### src/rtl/sector_write_seq.sv
module sector_write_seq #(
  parameter int WORD_W = 16,
  parameter int WORDS  = 64,
  localparam int CW = $clog2(WORDS + 1),
  localparam int BW = $clog2(WORD_W)
) (
  input  logic              clk,
  input  logic              rst,
  input  logic              start,
  input  logic              sector_pulse,
  input  logic              bit_tick,
  input  logic              dma_strobe,
  input  logic              dma_clear,
  input  logic [WORD_W-1:0] dma_data,
  output logic              srq,
  output logic              wr_n,
  output logic              ser_out,
  output logic              eos,
  output logic              underrun,
  output logic [CW-1:0]     word_cnt
);

  typedef enum logic [1:0] {IDLE, ARMED, RUN, DONE} state_t;

  state_t            state;
  logic [WORD_W-1:0] stage, shreg;
  logic [BW-1:0]     bcnt;
  logic              full, seen_one;

  wire run        = (state == RUN);
  wire go         = (state == IDLE) && start;
  wire last_bit   = run && bit_tick && (bcnt == BW'(WORD_W - 1));
  wire end_sector = last_bit && (word_cnt == CW'(WORDS - 1));
  wire xfer       = ((state == ARMED) && sector_pulse) || (last_bit && !end_sector);
  wire final_xfer = last_bit && (word_cnt == CW'(WORDS - 2));

  assign wr_n    = !run;
  assign ser_out = run && shreg[WORD_W-1];

  always_ff @(posedge clk) begin
    if (rst) begin
      state    <= IDLE;
      stage    <= '0;
      shreg    <= '0;
      bcnt     <= '0;
      full     <= 1'b0;
      seen_one <= 1'b0;
      srq      <= 1'b0;
      eos      <= 1'b0;
      underrun <= 1'b0;
      word_cnt <= '0;
    end else begin
      if (dma_strobe) stage <= dma_data;
      full <= dma_strobe || (full && !xfer && !go);

      if (go || (xfer && !final_xfer)) srq <= 1'b1;
      else if (dma_clear)              srq <= 1'b0;

      if (xfer) begin
        shreg <= stage;
        bcnt  <= '0;
        if (!full) underrun <= 1'b1;
      end else if (run && bit_tick) begin
        shreg <= shreg << 1;
        bcnt  <= bcnt + 1'b1;
      end

      if (final_xfer) eos <= 1'b1;
      if (last_bit)   word_cnt <= word_cnt + 1'b1;

      case (state)
        IDLE: if (start) begin
          state    <= ARMED;
          word_cnt <= '0;
          underrun <= 1'b0;
          eos      <= 1'b0;
        end
        ARMED: if (sector_pulse) state <= RUN;
        RUN:   if (end_sector) begin
          state    <= DONE;
          seen_one <= 1'b0;
        end
        DONE: if (sector_pulse) begin
          if (seen_one) begin
            state <= IDLE;
            eos   <= 1'b0;
          end
          seen_one <= 1'b1;
        end
        default: state <= IDLE;
      endcase
    end
  end

endmodule

### config.mk
export PLATFORM = sky130hd
export DESIGN_NAME = sector_write_seq
export DESIGN_NICKNAME = d
export VERILOG_FILES = /design/src/rtl/sector_write_seq.sv
export SDC_FILE = /design/constraint.sdc
export NUM_CORES = 1
export LEC_CHECK = 0
export ABC_AREA = 1
export BUFFER_PORTS_ARGS = -buffer_cell sky130_fd_sc_hd__buf_2
export CORE_AREA = 2 2 86 88
export CTS_CLUSTER_SIZE = 40
export DETAILED_ROUTE_END_ITERATION = 7
export DIE_AREA = 0 0 88 90
export GPL_ROUTABILITY_DRIVEN = 0
export PLACE_DENSITY = 0.61
export SYNTH_ARGS = -nofsm -noshare
export SYNTH_HDL_FRONTEND = slang
export SYNTH_SLANG_ARGS = --single-unit
### constraint.sdc
create_clock -name clk -period 1.8 [get_ports clk]
set_input_delay 0.09 -clock clk [delete_from_list [all_inputs] [get_ports clk]]
set_output_delay 0.09 -clock clk [all_outputs]
set_load 0.005 [all_outputs]
==> flow_metrics.env <==
export IMPL_status="finished, final reports clean"
export IMPL_layout_nets=432
export IMPL_relSlewSlack=0.8187
export IMPL_synth_top_area_share=0.4164
export IMPL_start_util=0.3424
export IMPL_pwr_density_cell_mw_per_mm2=907.7
export IMPL_critPathKind="register to register"
export IMPL_p_int_mw=1.782
export IMPL_synthToLayoutAreaGrowth_pct=20.98
export IMPL_synth_cell_type_count=25
export IMPL_ys_ff_latch=50
export IMPL_routed_wl_um=5225
export IMPL_routedWlPerCell_um=10.41
export IMPL_seq_area_mm2=0.001001
export IMPL_pwr_share_comb=0.256
export IMPL_power_frac_seq=0.481
export IMPL_met3_length_um=198
export IMPL_cts_made_buffers=5
export IMPL_num_rows=31
export IMPL_finalSetupViolCount=0
export IMPL_clkSinkCount=50
export IMPL_period_needed_ns=1.629
export IMPL_port_buffers=34
export IMPL_fmax_mhz=613.9
export IMPL_fin_tns_setup_ns=0
export IMPL_wl_met1_um=2668
export IMPL_clock_path_buffers=2
export IMPL_yosysWarnings=0
export IMPL_die_y_um=90
export IMPL_drive_gt1_frac=0.1439
export IMPL_end_kind="register"
export IMPL_synth_top_area_cell="dfxtp_1"
export IMPL_die_area_mm2=0.007920
export IMPL_grt_max_degree=30
export IMPL_die_w_um=88
export IMPL_clock_latency_ns=0.31
export IMPL_cts_root_buf="clkbuf_8"
export IMPL_top_layer="met4"
export IMPL_final_max_slew_viol_count=0
export IMPL_p_sw_mw=0.8572
export IMPL_drc=0
export IMPL_maxCapViolations=0
export IMPL_total_power_mw=2.639
export IMPL_clkPwrFrac=0.263
export IMPL_cpMaxStageDelayCell="dfxtp_1"
export IMPL_final_setup_worst_slack_ns=0.1712
export IMPL_ant_nets=0
export IMPL_drt_iter0_drc=53
export IMPL_globalRoute_totalOverflow=0
export IMPL_synthesis_area_mm2=0.002404
export IMPL_path_max_fanout=8
export IMPL_cts_max_level=2
export IMPL_peakVddDrop_uv=396.4
export IMPL_worst_hold_path_type="input pin to register"
export IMPL_dr_pass1_iters=4
export IMPL_grt_pass1_wl_um=8887
export IMPL_seq_area_frac_synth=0.4164
export IMPL_multi_input_area_mm2=0.001146
export IMPL_syn_nets=385
export IMPL_grt_antenna_before_repair=0
export IMPL_diodes=0
export IMPL_met2_length_um=2270
export IMPL_syn_inst=355
export IMPL_syn_area_per_cell_um2=6.771
export IMPL_cp_cell_sequence="inv_1 > ha_1 > nand3_2 > nor2_4 > buf_4 > nand2_1 > nand2_2 > nand2_1 > nand2_1 > nand2_1 > nor2_1"
export IMPL_fillers=777
export IMPL_cts_tree="yes"
export IMPL_core_mm2=0.007020
export IMPL_grt_use_total=0.1389
export IMPL_crit_path_start_kind="register"
export IMPL_final_util=0.4142
export IMPL_p_leak_nw=1.346
export IMPL_finalClockSkew_ns=0.008672
export IMPL_io_pins=35
export IMPL_clkTransAtPathRegs_ns=0.09
export IMPL_worst_slew_pin_slew_ns=0.2712
export IMPL_vias=2259
export IMPL_dp_hpwl_um=3665
export IMPL_crit_path_frequent_cell="nand2_1"
export IMPL_fin_crit_sh=0.9049
export IMPL_synth_area_leaders="dfxtp_1 (42%), nand3_1 (11%), nor2_1 (11%), nand2_1 (10%), inv_1 (7.5%)"
export IMPL_cp_arrival_ns=1.88
export IMPL_cp_required_ns=2.05
export IMPL_hold_viol=0
export IMPL_grt_pass1_vias=2055
export IMPL_rsz0062_at_grt="false"
export IMPL_switching_share=0.3248
export IMPL_pre_cts_slack_ns=0.1999
export IMPL_routed_via_density=4.500
export IMPL_critPathMaxStageDelay_ns=0.34
==> sequential cells by signal (all words and copies together), names as in the netlist <==
signal and flops:
bcnt 4, eos 1, full 1, seen_one 1, shreg 16, srq 1
stage 16, state 2, underrun 1, word_cnt 7
==> synthesized netlist by cell type <==
cell and count:
o21ai_0 20, xor2_1 3, nor2_1 68, nand2_4 1, buf_1 1, nand3_2 1
a21oi_1 14, nand2_1 64, nor2_4 1, nor3b_1 1, xnor2_1 2, clkinv_1 1
dfxtp_1 50, o21ai_1 1, buf_4 1, nand3_1 51, buf_6 2, nand2_2 3
clkbuf_1 9, ha_1 7, nor3_1 3, inv_1 48, a21boi_0 1, buf_2 1
nand3b_1 1
==> final cells by class <==
class                   instances  area share
multi-input cells             242      0.3941
flip-flops and latches         50      0.3442
clock buffers                   6     0.02840
repair buffers                 54      0.1231
inverters                      49     0.06325
well taps                      99     0.04260
clock inverters                 2    0.004303
==> layer usage <==
layer | track usage | vias up
met3 | 0.02755 | 8
met1 | 0.1842 | 1016
met4 | 0.05385 | 0
met2 | 0.2197 | 38
li1 | - | 1197
met5 | 0 | -
==> power groups by stage <==
stage                     clock (mW)  combinational (mW)  sequential, mW
after floorplan                    0               0.476            1.28
after global placement             0               0.649            1.29
after detailed placement           0               0.662            1.30
after CTS                      0.717               0.684            1.27
after global routing           0.767               0.779            1.28
final                          0.693               0.676            1.27
==> placed cells by master (no fill, tap or decap), types with 3 or more instances in the layout <==
cell type / synthesis / final
nand2_2: 3 / 3
buf_2: 1 / 34
clkbuf_8: 0 / 6
ha_1: 7 / 7
inv_1: 48 / 48
buf_4: 1 / 9
a21oi_1: 14 / 14
dlygate4sd3_1: 0 / 10
o21ai_0: 20 / 20
nand3_1: 51 / 51
nor3_1: 3 / 3
nand2_1: 64 / 64
dfxtp_1: 50 / 50
nor2_1: 68 / 68
xor2_1: 3 / 3
==> timing repair <==
item | 4_1_cts | 5_1_grt
hold buffers | 10 | 0
setup buffers | 0 | 0
endpoints found under the setup margin | 0 | 2
hold endpoints to repair | 10 | 0
gates resized for setup | 0 | 1
==> critical path: cells and delay by family (launching register included) <==
family,cells,cell delay [ns]
DFF,1,0.34
and+or+nand+nor,8,0.75
buffers and inverters,2,0.24
adders and majority gates,1,0.21
==> final timing paths <==
kind	cells after the start	end	from	slack [ns]
max	11	state[1]$_SDFFE_PP0P_	state[0]$_SDFFE_PP0P_	0.17
min	3	stage[7]$_SDFFE_PP0P_	dma_data[7]	0.005
max reg2reg	11	state[1]$_SDFFE_PP0P_	state[0]$_SDFFE_PP0P_	0.17
min reg2reg	2	shreg[0]$_SDFFE_PP0P_	stage[0]$_SDFFE_PP0P_	0.48
==> per-stage QoR <==
step | instances | hold slack (ns) | instance area, µm²
after floorplan | 355 | 0.1591 | 2404
after global placement | 484 | 0.3112 | 2713
after detailed placement | 484 | 0.3177 | 2713
after CTS | 502 | 0.002290 | 2908
after global routing | 502 | 0.007820 | 2908
final | 502 | 0.005034 | 2908
==> logic make-up (layout without fill, tap and decap cells) <==
| family | after synthesis | count (layout) | synth area share |
|---|---|---|---|
| AO/OA/AOI/OAI | 36 | 36 | 0.07600 |
| buffers and inverters | 63 | 111 | 0.1067 |
| flip-flops | 50 | 50 | 0.4164 |
| XOR/XNOR | 5 | 5 | 0.01822 |
| adder cells (fa/ha/maj) | 7 | 7 | 0.03644 |
| AND/OR/NAND/NOR | 194 | 194 | 0.3462 |
No activity file was read; power rests on OpenSTA's default activity.
